`src/rtl/led_scan_pkg.sv`:
```
package led_scan_pkg;
    // Instruction word layout, shared by the write path and the checker
    localparam int INSTR_W   = 20;
    localparam int COL_LSB   = 12;
    localparam int COL_FW    = 4;
    localparam int ROW_FW    = 12;
    localparam int MAX_COLS  = 1 << COL_FW;
endpackage

```
`src/rtl/led_scan_divider.sv`:
```
module led_scan_divider #(
    parameter int DIV_BITS = 15
) (
    input  logic clk,
    input  logic rst_n,
    output logic scan_tick
);
    typedef struct packed {
        logic [DIV_BITS-1:0] cnt;
    } div_state_t;

    div_state_t st_d, st_q;

    always_comb begin
        st_d     = st_q;
        st_d.cnt = st_q.cnt + 1'b1;
    end

    // terminal count of the free-running counter
    assign scan_tick = &st_q.cnt;

    always_ff @(posedge clk or negedge rst_n) begin
        if (!rst_n) st_q <= '0;
        else        st_q <= st_d;
    end
endmodule

```
`src/rtl/led_scan_sequencer.sv`:
```
module led_scan_sequencer #(
    parameter int NUM_COLS = 16,
    localparam int CW = (NUM_COLS > 1) ? $clog2(NUM_COLS) : 1
) (
    input  logic                clk,
    input  logic                rst_n,
    input  logic                scan_tick,
    output logic [CW-1:0]       col_next,
    output logic [NUM_COLS-1:0] col_sel
);
    localparam logic [CW-1:0] LAST_COL = CW'(NUM_COLS - 1);

    typedef struct packed {
        logic [CW-1:0]       col;
        logic [NUM_COLS-1:0] sel;
    } seq_state_t;

    seq_state_t st_d, st_q;

    always_comb begin
        st_d = st_q;
        if (scan_tick) begin
            if (st_q.col == LAST_COL) st_d.col = '0;
            else                      st_d.col = st_q.col + 1'b1;
        end
        for (int i = 0; i < NUM_COLS; i++) begin
            st_d.sel[i] = (st_d.col == CW'(i));
        end
    end

    assign col_next = st_d.col;
    assign col_sel  = st_q.sel;

    always_ff @(posedge clk or negedge rst_n) begin
        if (!rst_n) begin
            st_q.col <= '0;
            st_q.sel <= NUM_COLS'(1);
        end else begin
            st_q <= st_d;
        end
    end
endmodule

```
`src/rtl/led_scan_frame.sv`:
```
module led_scan_frame #(
    parameter int NUM_COLS = 16,
    parameter int NUM_ROWS = 12,
    localparam int CW = (NUM_COLS > 1) ? $clog2(NUM_COLS) : 1
) (
    input  logic                             clk,
    input  logic                             rst_n,
    input  logic                             wr_en,
    input  logic [led_scan_pkg::COL_FW-1:0]  wr_col,
    input  logic [NUM_ROWS-1:0]              wr_row,
    input  logic [CW-1:0]                    rd_col,
    output logic [NUM_ROWS-1:0]              row_out
);
    import led_scan_pkg::*;

    typedef struct packed {
        logic [NUM_COLS-1:0][NUM_ROWS-1:0] frame;
        logic [NUM_ROWS-1:0]               row;
    } frame_state_t;

    frame_state_t st_d, st_q;

    always_comb begin
        st_d = st_q;
        // column numbers past the store match no entry and are dropped
        for (int i = 0; i < NUM_COLS; i++) begin
            if (wr_en && (wr_col == COL_FW'(i))) st_d.frame[i] = wr_row;
        end
        // read after the write so a hit on the shown column is seen at once
        st_d.row = '0;
        for (int i = 0; i < NUM_COLS; i++) begin
            if (rd_col == CW'(i)) st_d.row = st_d.frame[i];
        end
    end

    assign row_out = st_q.row;

    always_ff @(posedge clk or negedge rst_n) begin
        if (!rst_n) st_q <= '0;
        else        st_q <= st_d;
    end
endmodule

```
`src/rtl/led_matrix_scan.sv`:
```
module led_matrix_scan #(
    parameter int NUM_COLS = 16,
    parameter int NUM_ROWS = 12,
    parameter int DIV_BITS = 15,
    localparam int CW = (NUM_COLS > 1) ? $clog2(NUM_COLS) : 1
) (
    input  logic                clk,
    input  logic                rst_n,
    input  logic                instr_wr,
    input  logic [19:0]         instr_word,
    output logic [NUM_COLS-1:0] col_sel,
    output logic [NUM_ROWS-1:0] row_drive
);
    import led_scan_pkg::*;

    logic                scan_tick;
    logic [CW-1:0]       col_next;
    logic [COL_FW-1:0]   wr_col;
    logic [NUM_ROWS-1:0] wr_row;
    logic [3:0]          instr_unused;

    assign wr_col       = instr_word[COL_LSB +: COL_FW];
    assign wr_row       = instr_word[NUM_ROWS-1:0];
    assign instr_unused = instr_word[INSTR_W-1:COL_LSB+COL_FW];

    led_scan_divider #(
        .DIV_BITS (DIV_BITS)
    ) u_div (
        .clk       (clk),
        .rst_n     (rst_n),
        .scan_tick (scan_tick)
    );

    led_scan_sequencer #(
        .NUM_COLS (NUM_COLS)
    ) u_seq (
        .clk       (clk),
        .rst_n     (rst_n),
        .scan_tick (scan_tick),
        .col_next  (col_next),
        .col_sel   (col_sel)
    );

    led_scan_frame #(
        .NUM_COLS (NUM_COLS),
        .NUM_ROWS (NUM_ROWS)
    ) u_frame (
        .clk     (clk),
        .rst_n   (rst_n),
        .wr_en   (instr_wr),
        .wr_col  (wr_col),
        .wr_row  (wr_row),
        .rd_col  (col_next),
        .row_out (row_drive)
    );
endmodule

```
`config.mk`:
```
export PLATFORM = sky130hd
export DESIGN_NAME = led_matrix_scan
export DESIGN_NICKNAME = d
export VERILOG_FILES = /design/src/rtl/led_scan_pkg.sv /design/src/rtl/led_scan_divider.sv /design/src/rtl/led_scan_sequencer.sv /design/src/rtl/led_scan_frame.sv /design/src/rtl/led_matrix_scan.sv
export SDC_FILE = /design/constraint.sdc
export NUM_CORES = 1
export LEC_CHECK = 0
export ABC_AREA = 1
export ABC_CLOCK_PERIOD_IN_PS = 4430
export CORE_MARGIN = 3
export CORE_UTILIZATION = 45
export CTS_BUF_LIST = sky130_fd_sc_hd__clkbuf_2 sky130_fd_sc_hd__clkbuf_4 sky130_fd_sc_hd__clkbuf_8
export DETAILED_ROUTE_END_ITERATION = 8
export PLACE_DENSITY_LB_ADDON = 0.25
export SETUP_SLACK_MARGIN = 0.4
export SLEW_MARGIN = 0
export SYNTH_ARGS = -nofsm -noshare
export SYNTH_HDL_FRONTEND = slang
export SYNTH_SLANG_ARGS = --single-unit
```
`constraint.sdc`:
```
create_clock -name clk -period 4.43 [get_ports clk]
set_input_delay 0.443 -clock clk [delete_from_list [all_inputs] [get_ports clk]]
set_output_delay 0.443 -clock clk [all_outputs]
set_load 0.03 [all_outputs]
```
== After elaboration in Yosys (flattened, before gate mapping) ==
Index checks and enable logic that the tools add are counted.
Storage, ports and cells
  bits in registers: 239
  bits in latches: 0
  bits in writable memories: 0
  bits in read-only memories: 0
  input port bits: 23
  output and inout bits: 28
  word-level logic and storage cells: 106
  memories: 0
Operators by class
  add/subtract/negate cells: 2
  multiply operators: 0
  divide/modulo/power cells: 0
  order comparisons: 0
  eq/ne operators: 31
  shifts and indexed selects: 0
  mux-type cells: 34
  bitwise operators: 0
  reduce and logical (&&, ||, !) cells: 19
Operators by type and width (count)
  12-bit 2-to-1 mux: 32
  4-bit equality test (second input constant): 17
  4-bit by 3-bit equality test with 1-bit output (second input constant): 8
  4-bit by 2-bit equality test with 1-bit output (second input constant): 4
  1-bit logical AND: 16
  15-bit by 1-bit adder with 15-bit output (second input constant): 1
  15-bit AND reduction: 1
  4-bit by 1-bit equality test with 1-bit output (second input constant): 2
  4-bit logical NOT: 2
  4-bit 2-to-1 mux: 2
  4-bit by 1-bit adder with 4-bit output (second input constant): 1

== Logic depth before layout (Yosys ltp) ==
Gate-level depths: netlist of the first run.
  word-level depth: 20
  gate-level depth with buffers: 21
  mapped depth without buffers: 20

== Hierarchy ==
A second synthesis of the first run with hierarchy kept.
Unflattened totals
  cells, all modules: 1391
  area total of the unflattened synthesis: 11344.6 µm²
Modules (own cells, without submodules)
  led_scan_frame: instances 1, cells each 1215, area each 9645.5 µm², sequential area each 5104.9 µm²
  led_scan_sequencer: instances 1, cells each 92, area each 922.1 µm², sequential area each 501.7 µm²
  led_scan_divider: instances 1, cells each 84, area each 777.0 µm², sequential area each 375.4 µm²

== Least setup slack after synthesis of the first run ==
Ideal clock, no wire load.
  path type: register to register
  start: register u_div.st_q[0] (netlist name)
  end: register u_frame.st_q (netlist bit u_frame.row_out[2])
  setup time: 0.124 ns
  arrival time: 2.072 ns
  data required time: 4.306 ns
  slack: 2.234 ns
  cell stages (with the launch flop): 20
  buffers on the path: 1
  clock period less this slack: 2.196 ns
  cells stage by stage: dfrtp_1 -> ha_1 -> nand2_1 -> nor2_2 -> nand2_4 -> inv_2 -> nand2_4 -> nand2_4 -> nand2_8 -> nor2_8 -> inv_4 -> nor2_8 -> buf_6 -> nand2_1 -> nand2_1 -> nand4_1 -> nor2_1 -> nand4_1 -> nand2_1 -> nand3_1
RTL lines
  start: declaration: RTL line led_scan_divider.sv:12  | div_state_t st_d, st_q;
  start signal: assignment: RTL line led_scan_divider.sv:24  | else st_q <= st_d;
  end signal: assignment: RTL line led_scan_frame.sv:40  | else st_q <= st_d;
  end: declaration: RTL line led_scan_frame.sv:21  | frame_state_t st_d, st_q;

==> flow_metrics.py, run 1 <==
metrics = {
    "placement": {
        "portBuffers": 46,
        "dpl.hpwl_um": 16600,
        "dpl_cell_area_mm2": 0.0114,
        "globalplace.congestion": 0.816,
        "place_inst": 1572,
    },
    "final_layout": {
        "fin_util": 0.517,
        "nets": 1321,
        "stdcell_count": 1643,
        "layout-drive-gt1-share": 0.103,
        "finalInstanceArea_mm2": 0.0123,
        "nFillCells": 2294,
        "diodes": 0,
        "area_growth_pct": 11.8,
    },
    "synth": {
        "yosys-top-cells-area": "dfrtp_1 (54%), nand2_1 (12%), o21ai_0 (7.1%)",
        "async_flop_share": 1.00,
        "synthCells": 1284,
        "ys_seq_area_frac": 0.546,
        "syn_area_mm2": 0.0110,
        "ys_types": 32,
        "yosysWarnings": 0,
        "synth_edf_count": 0,
        "yosysTopAreaCell": "dfrtp_1",
        "synth_top_cell_area_share": 0.544,
        "synth_nets": 1309,
        "synthFlopType": "dfrtp_1",
        "synth-seq-cells": 239,
        "synth_area_per_cell_um2": 8.53,
    },
    "power_and_ir_drop": {
        "p_per_area_mw_per_mm2": 451,
        "p_clk_frac": 0.372,
        "p_sw_w": 0.00147,
        "p_sw_frac": 0.266,
        "combPwrFrac": 0.144,
        "power.leakage_nw": 5.99,
        "seq_power_share": 0.484,
        "internal-power_w": 0.00406,
        "ir_drop_mv": 0.224,
    },
    "critical_path": {
        "slowest_delay_ns": 0.39,
        "worstPathArrival_ns": 3.54,
        "worst-path-max-fanout": 14,
        "path_class": "reg2reg",
        "cp_common_cell": "nand2_1",
        "cp_cell_sequence": "ha_1 > nand2_1 > nor2_2 > nand2_4 > inv_2 > nand2_4 > nand2_2 > nand2_8 > nor2_4 > inv_2 > nor2_4 > inv_1 > o21ai_1 > inv_1 > nand2_1 > nand3_1 > nand2_1 > nand2_1 > nand2_1 > nand4_1",
        "crit_path_top_delay_cell": "nor2_4",
        "crit_path_end_kind": "register",
        "critPathRequiredTime_ns": 4.84,
        "start_kind": "register",
    },
    "global_route": {
        "grt_usage": 0.197,
        "grt_pass1_vias": 8221,
        "antenna_found_initial": 0,
        "grt_pass1_wl_um": 41800,
        "grt-ovfl-total": 0,
        "grt_max_degree": 130,
    },
    "clock_tree": {
        "clkTransAtPathRegs_ns": 0.06,
        "clockBufferDepth": 3,
        "ctsHtreeMaxLevel": 2,
        "cts-root-buf": "clkbuf_8",
        "cts-resized-gates": 0,
        "insertion_delay_ns": 0.54,
        "cts_setup_buffers": 0,
        "numCtsBuffers": 41,
        "ctsHoldBuffers": 0,
        "cts.sinks": 239,
        "cts_tree": "yes",
    },
    "timing": {
        "fin_crit_sh": 0.707,
        "rsz0062_at_grt": "false",
        "hold_ws_ns": -0.00273,
        "setup_viol": 0,
        "hold_violations": 6,
        "finalCriticalPeriod_ns": 3.13,
        "worst_pin_slew_ns": 1.20,
        "max_freq_mhz": 319,
        "fin_skew_ns": 0.0176,
        "finalSetupTns_ns": 0,
        "slew_violations": 0,
        "max_slew_margin": 0.198,
    },
    "die": {
        "io_pins": 51,
        "die_area_mm2": 0.0263,
        "start_util": 0.463,
        "die_height_um": 162,
        "dieWidth_um": 162,
        "rows": 56,
        "core_mm2": 0.0237,
    },
    "drt": {
        "routed_wl_um": 24800,
        "met1Wirelength_um": 11300,
        "highest_layer": "met4",
        "viasPerCell": 4.95,
        "vias": 8138,
        "drc": 0,
        "drt_pass1_iterations": 4,
        "met2_length_um": 11800,
        "wl_per_cell_um": 15.1,
        "wl_met3_um": 1140,
        "ant_nets": 0,
        "dr.first_iter.drc_count": 614,
    },
    "min_path": {
        "hold_path.class": "in2async",
    },
    "status": {
        "violations": "negative hold slack",
        "outcome": "complete, but fails checks",
    },
    "job": {
        "cap_violations": 0,
    },
}
==> power by group through the flow <==
stage / logic (W) / registers (W) / clock network [W]
2_1_floorplan: 0.000590 / 0.00268 / 0
3_3_place_gp: 0.000772 / 0.00270 / 0
3_5_place_dp: 0.000796 / 0.00271 / 0
4_1_cts: 0.000803 / 0.00267 / 0.00211
5_1_grt: 0.000937 / 0.00271 / 0.00222
6_report: 0.000796 / 0.00267 / 0.00206
==> per-layer routing <==
layer  up-vias  GRT usage
li1       4046          -
met1      3867      0.265
met2       181      0.327
met3        44     0.0352
met4         0     0.0640
met5         -          0
==> logic make-up (layout without fill, tap and decap cells) <==
group                    count (synthesis)  after routing  share of synthesized area
AO/OA/AOI/OAI                          210            210                     0.0965
buffers and inverters                  234            274                     0.0983
XOR/XNOR                                12             12                    0.00959
AND/OR/NAND/NOR                        587            587                      0.247
adder cells (fa/ha/maj)                  2              2                    0.00228
flip-flops                             239            239                      0.546
==> registers in the layout (all words and copies together) (netlist names) <==
signal           count
u_div.st_q          15
u_frame.row_out     12
u_frame.st_q       192
u_seq.col_sel       16
u_seq.st_q           4
==> stage by stage <==
stage | total power, W | setup WS [ns]
after global routing | 0.00587 | 0.937
final | 0.00553 | 1.30
after CTS | 0.00559 | 1.26
after global placement | 0.00347 | 1.16
after floorplan | 0.00327 | 2.23
after detailed placement | 0.00351 | 1.18
==> cell usage after synthesis, types with 2 or more instances <==
master,count
xnor2_1,5
nand4_1,30
nand2_2,7
a21oi_1,51
nor2_8,4
dfrtp_1,238
nand2_1,338
buf_6,9
nand3_2,2
clkbuf_1,41
nand3_4,2
nor3_1,8
buf_2,8
nand3_1,67
xor2_1,7
nor2_4,7
ha_1,2
nand2_8,4
o21ai_0,155
buf_4,31
o21a_1,2
nor2_1,100
inv_2,7
inv_1,136
nor2_2,6
inv_4,2
nand2_4,10
==> cell type report <==
class | instances | area (um^2) | share of cell area
flip-flops and latches | 239 | 5980 | 0.488
multi-input cells | 811 | 3900 | 0.318
clock buffers | 67 | 810 | 0.0661
repair buffers | 58 | 568 | 0.0464
inverters | 145 | 549 | 0.0448
well taps | 319 | 399 | 0.0326
clock inverters | 4 | 47.5 | 0.00388
==> worst max-delay path: cells and delay by family (launching register included) <==
kind            cells  cell delay, ns
flops               1            0.37
buf+inv             4            0.45
simple gates       14            1.85
compound gates      1            0.11
fa+ha+maj           1            0.22
==> cell usage in the layout (no fill, tap or decap), types with 10 or more instances in the layout <==
cell type / instances
nand2_1: 338
dfrtp_1: 238
o21ai_0: 155
inv_1: 136
nor2_1: 100
nand3_1: 67
a21oi_1: 51
clkbuf_8: 49
clkdlybuf4s50_1: 45
nand4_1: 30
clkbuf_4: 18
buf_4: 11
nand2_4: 10
==> path summary, 6_finish.rpt <==
path,start,endpoint,slack [ns],depth (start not counted)
setup / recovery,u_div.st_q[0],u_frame.row_out[0],1.30,20
hold / removal,rst_n,u_seq.col_sel[13],-0.003,1
setup reg to reg,u_div.st_q[0],u_frame.row_out[0],1.30,20
hold reg to reg,u_div.st_q[0],u_div.st_q[0],0.46,1
max in group asynchronous,rst_n,u_div.st_q[13],3.32,2
min in group clk,u_div.st_q[0],u_div.st_q[0],0.46,1
(Power assumes the default switching activity.)
==> run 2: changes to the inputs <==
Settings changed: ABC_CLOCK_PERIOD_IN_PS 4430 to 2600.
Clock period 4.43 ns to 2.6 ns, I/O delays scaled along.
==> flow_metrics.py, run 2 (synthesized netlist as in run 1, its figures left out) <==
metrics = {
    "status": {
        "outcome": "finished clean",
    },
    "timing": {
        "max_freq_mhz": 401,
        "hold_violations": 0,
        "finalCriticalPeriod_ns": 2.49,
        "setup_ws_ns": 0.107,
        "max_slew_margin": 0.542,
        "setup_viol": 0,
        "slew_violations": 0,
        "rsz0062_at_grt": "true",
        "worst_pin_slew_ns": 0.688,
        "fin_crit_sh": 0.959,
        "hold_ws_ns": 0.323,
        "fin_skew_ns": 0.0168,
    },
    "critical_path": {
        "r2r_end": "u_frame.row_out[6]",
        "r2r_cells": 19,
        "rrSetupSlack_ns": 0.11,
        "start_kind": "register",
        "path_class": "reg2reg",
        "critPathRequiredTime_ns": 2.99,
        "startpoint": "u_div.st_q[1]",
        "worst-path-max-fanout": 6,
        "worstPathArrival_ns": 2.89,
        "crit_path_end_kind": "register",
        "worstReg2RegStart": "u_div.st_q[1]",
    },
    "drt": {
        "drt_pass1_iterations": 5,
        "drc": 0,
        "wl_per_cell_um": 15.0,
        "viasPerCell": 4.91,
        "ant_nets": 0,
        "vias": 8618,
        "routed_wl_um": 26400,
        "dr.first_iter.drc_count": 669,
    },
    "placement": {
        "pre_cts_slack_ns": -0.0693,
        "dpl.hpwl_um": 17700,
        "place_inst": 1643,
        "portBuffers": 46,
        "globalplace.congestion": 0.812,
    },
    "power_and_ir_drop": {
        "p_sw_frac": 0.267,
        "seq_power_share": 0.472,
        "power_w": 0.00967,
        "combPwrFrac": 0.153,
        "internal-power_w": 0.00708,
        "p_sw_w": 0.00258,
        "p_per_area_mw_per_mm2": 707,
        "power.leakage_nw": 6.80,
        "p_clk_frac": 0.375,
        "ir_drop_mv": 0.389,
    },
    "min_path": {
        "hold_path.class": "in2async",
    },
    "global_route": {
        "grt_max_degree": 85,
        "antenna_found_initial": 0,
        "grt_pass1_vias": 8484,
        "grt_pass1_wl_um": 42800,
        "grt_usage": 0.201,
        "grt-ovfl-total": 0,
    },
    "die": {
        "dieWidth_um": 162,
        "core_mm2": 0.0237,
        "io_pins": 51,
        "die_height_um": 162,
        "rows": 56,
        "start_util": 0.463,
        "die_area_mm2": 0.0263,
    },
    "clock_tree": {
        "clockBufferDepth": 3,
        "cts_tree": "yes",
        "cts.sinks": 239,
        "clkTransAtPathRegs_ns": 0.06,
        "cts-root-buf": "clkbuf_8",
        "ctsHtreeMaxLevel": 2,
        "numCtsBuffers": 41,
        "insertion_delay_ns": 0.53,
    },
    "final_layout": {
        "area_growth_pct": 24.9,
        "multi_input_area_mm2": 0.00409,
        "top_register": "u_frame.st_q",
        "final_common_cell": "nand2_1",
        "nFillCells": 2168,
        "final_cell_mix": "nand2_1 (334), dfrtp_1 (238), o21ai_0 (154)",
        "layout-drive-gt1-share": 0.202,
        "regArea_mm2": 0.00598,
        "stdcell_count": 1755,
        "largest_reg_flops": 192,
        "diodes": 0,
        "nets": 1429,
    },
    "job": {
        "cap_violations": 0,
    },
}
run 2: changes by cell type in the layout (fill, tap and decap cells not counted), sizes merged:
| cell | delta |
|---|---|
| dlygate4sd3 | +1 |
| clkbuf | +6 |
| clkinv | +1 |
| buf | +106 |
| inv | -1 |
| bufinv | -1 |
run 2: per-layer routing:
metal  vias to the layer above  part of all wire  GRT usage
met5                         -                 0          0
met4                         0             0.024     0.0582
li1                       4289                 -          -
met3                        54             0.045     0.0321
met1                      4093              0.46      0.276
met2                       182              0.47      0.332
run 2: cell type report:
type / instances / share of cell area
inverters: 145 / 0.0411
flip-flops and latches: 239 / 0.437
multi-input cells: 811 / 0.299
clock buffers: 73 / 0.0652
repair inverters: 1 / 0.000366
repair buffers: 165 / 0.127
well taps: 319 / 0.0292
clock inverters: 2 / 0.000914
run 2: through the flow:
step,util,cell area [um^2],TNS (ns)
4_1_cts,0.567,13400,0
5_1_grt,0.578,13700,-0.295
6_report,0.578,13700,0
3_5_place_dp,0.513,12200,-0.211
3_3_place_gp,0.513,12200,-0.122
2_1_floorplan,-,11000,0
run 2: worst max path at each step:
| stage | to | slack (ns) | depth (start not counted) |
|---|---|---|---|
| 2_1_floorplan | u_frame.row_out[2] | 0.40 | 19 |
| 3_3_place_gp | u_frame.row_out[11] | -0.04 | 17 |
| 3_5_place_dp | u_frame.row_out[11] | -0.07 | 17 |
| 4_1_cts | u_frame.row_out[2] | 0.09 | 19 |
| 5_1_grt | u_frame.row_out[6] | -0.06 | 20 |
| 6_report | u_frame.row_out[6] | 0.11 | 19 |
run 2: timing repair:
action / 4_1_cts / 5_1_grt
gates cloned: 1 / 2
setup buffers: 24 / 9
pin swaps: 34 / 35
gates resized for setup: 27 / 43
endpoints found under the setup margin: 14 / 16
hold buffers: 1 / 0
endpoints found under the hold margin: 80 / 0
run 2: worst max-delay path, stage by stage (launching register included):
cell     delay [ns]
dfrtp_1        0.36
ha_2           0.20
nand2_2        0.06
nor2_4         0.11
nand2_4        0.10
nor2_8         0.20
nand2_4        0.10
buf_6          0.13
nand3_4        0.11
nor2_8         0.06
buf_12         0.13
buf_4          0.13
a21oi_2        0.09
nand3_1        0.10
nand2_1        0.09
nand4_1        0.08
nand2_1        0.07
nand3_1        0.06
nand2_1        0.09
nand4_1        0.08
run 2: power by group through the flow:
stage	clock network, W	registers (W)	logic (W)
final	0.00363	0.00457	0.00147
after global placement	0	0.00460	0.00139
after floorplan	0	0.00457	0.00101
after CTS	0.00373	0.00456	0.00146
after global routing	0.00388	0.00462	0.00171
after detailed placement	0	0.00462	0.00143
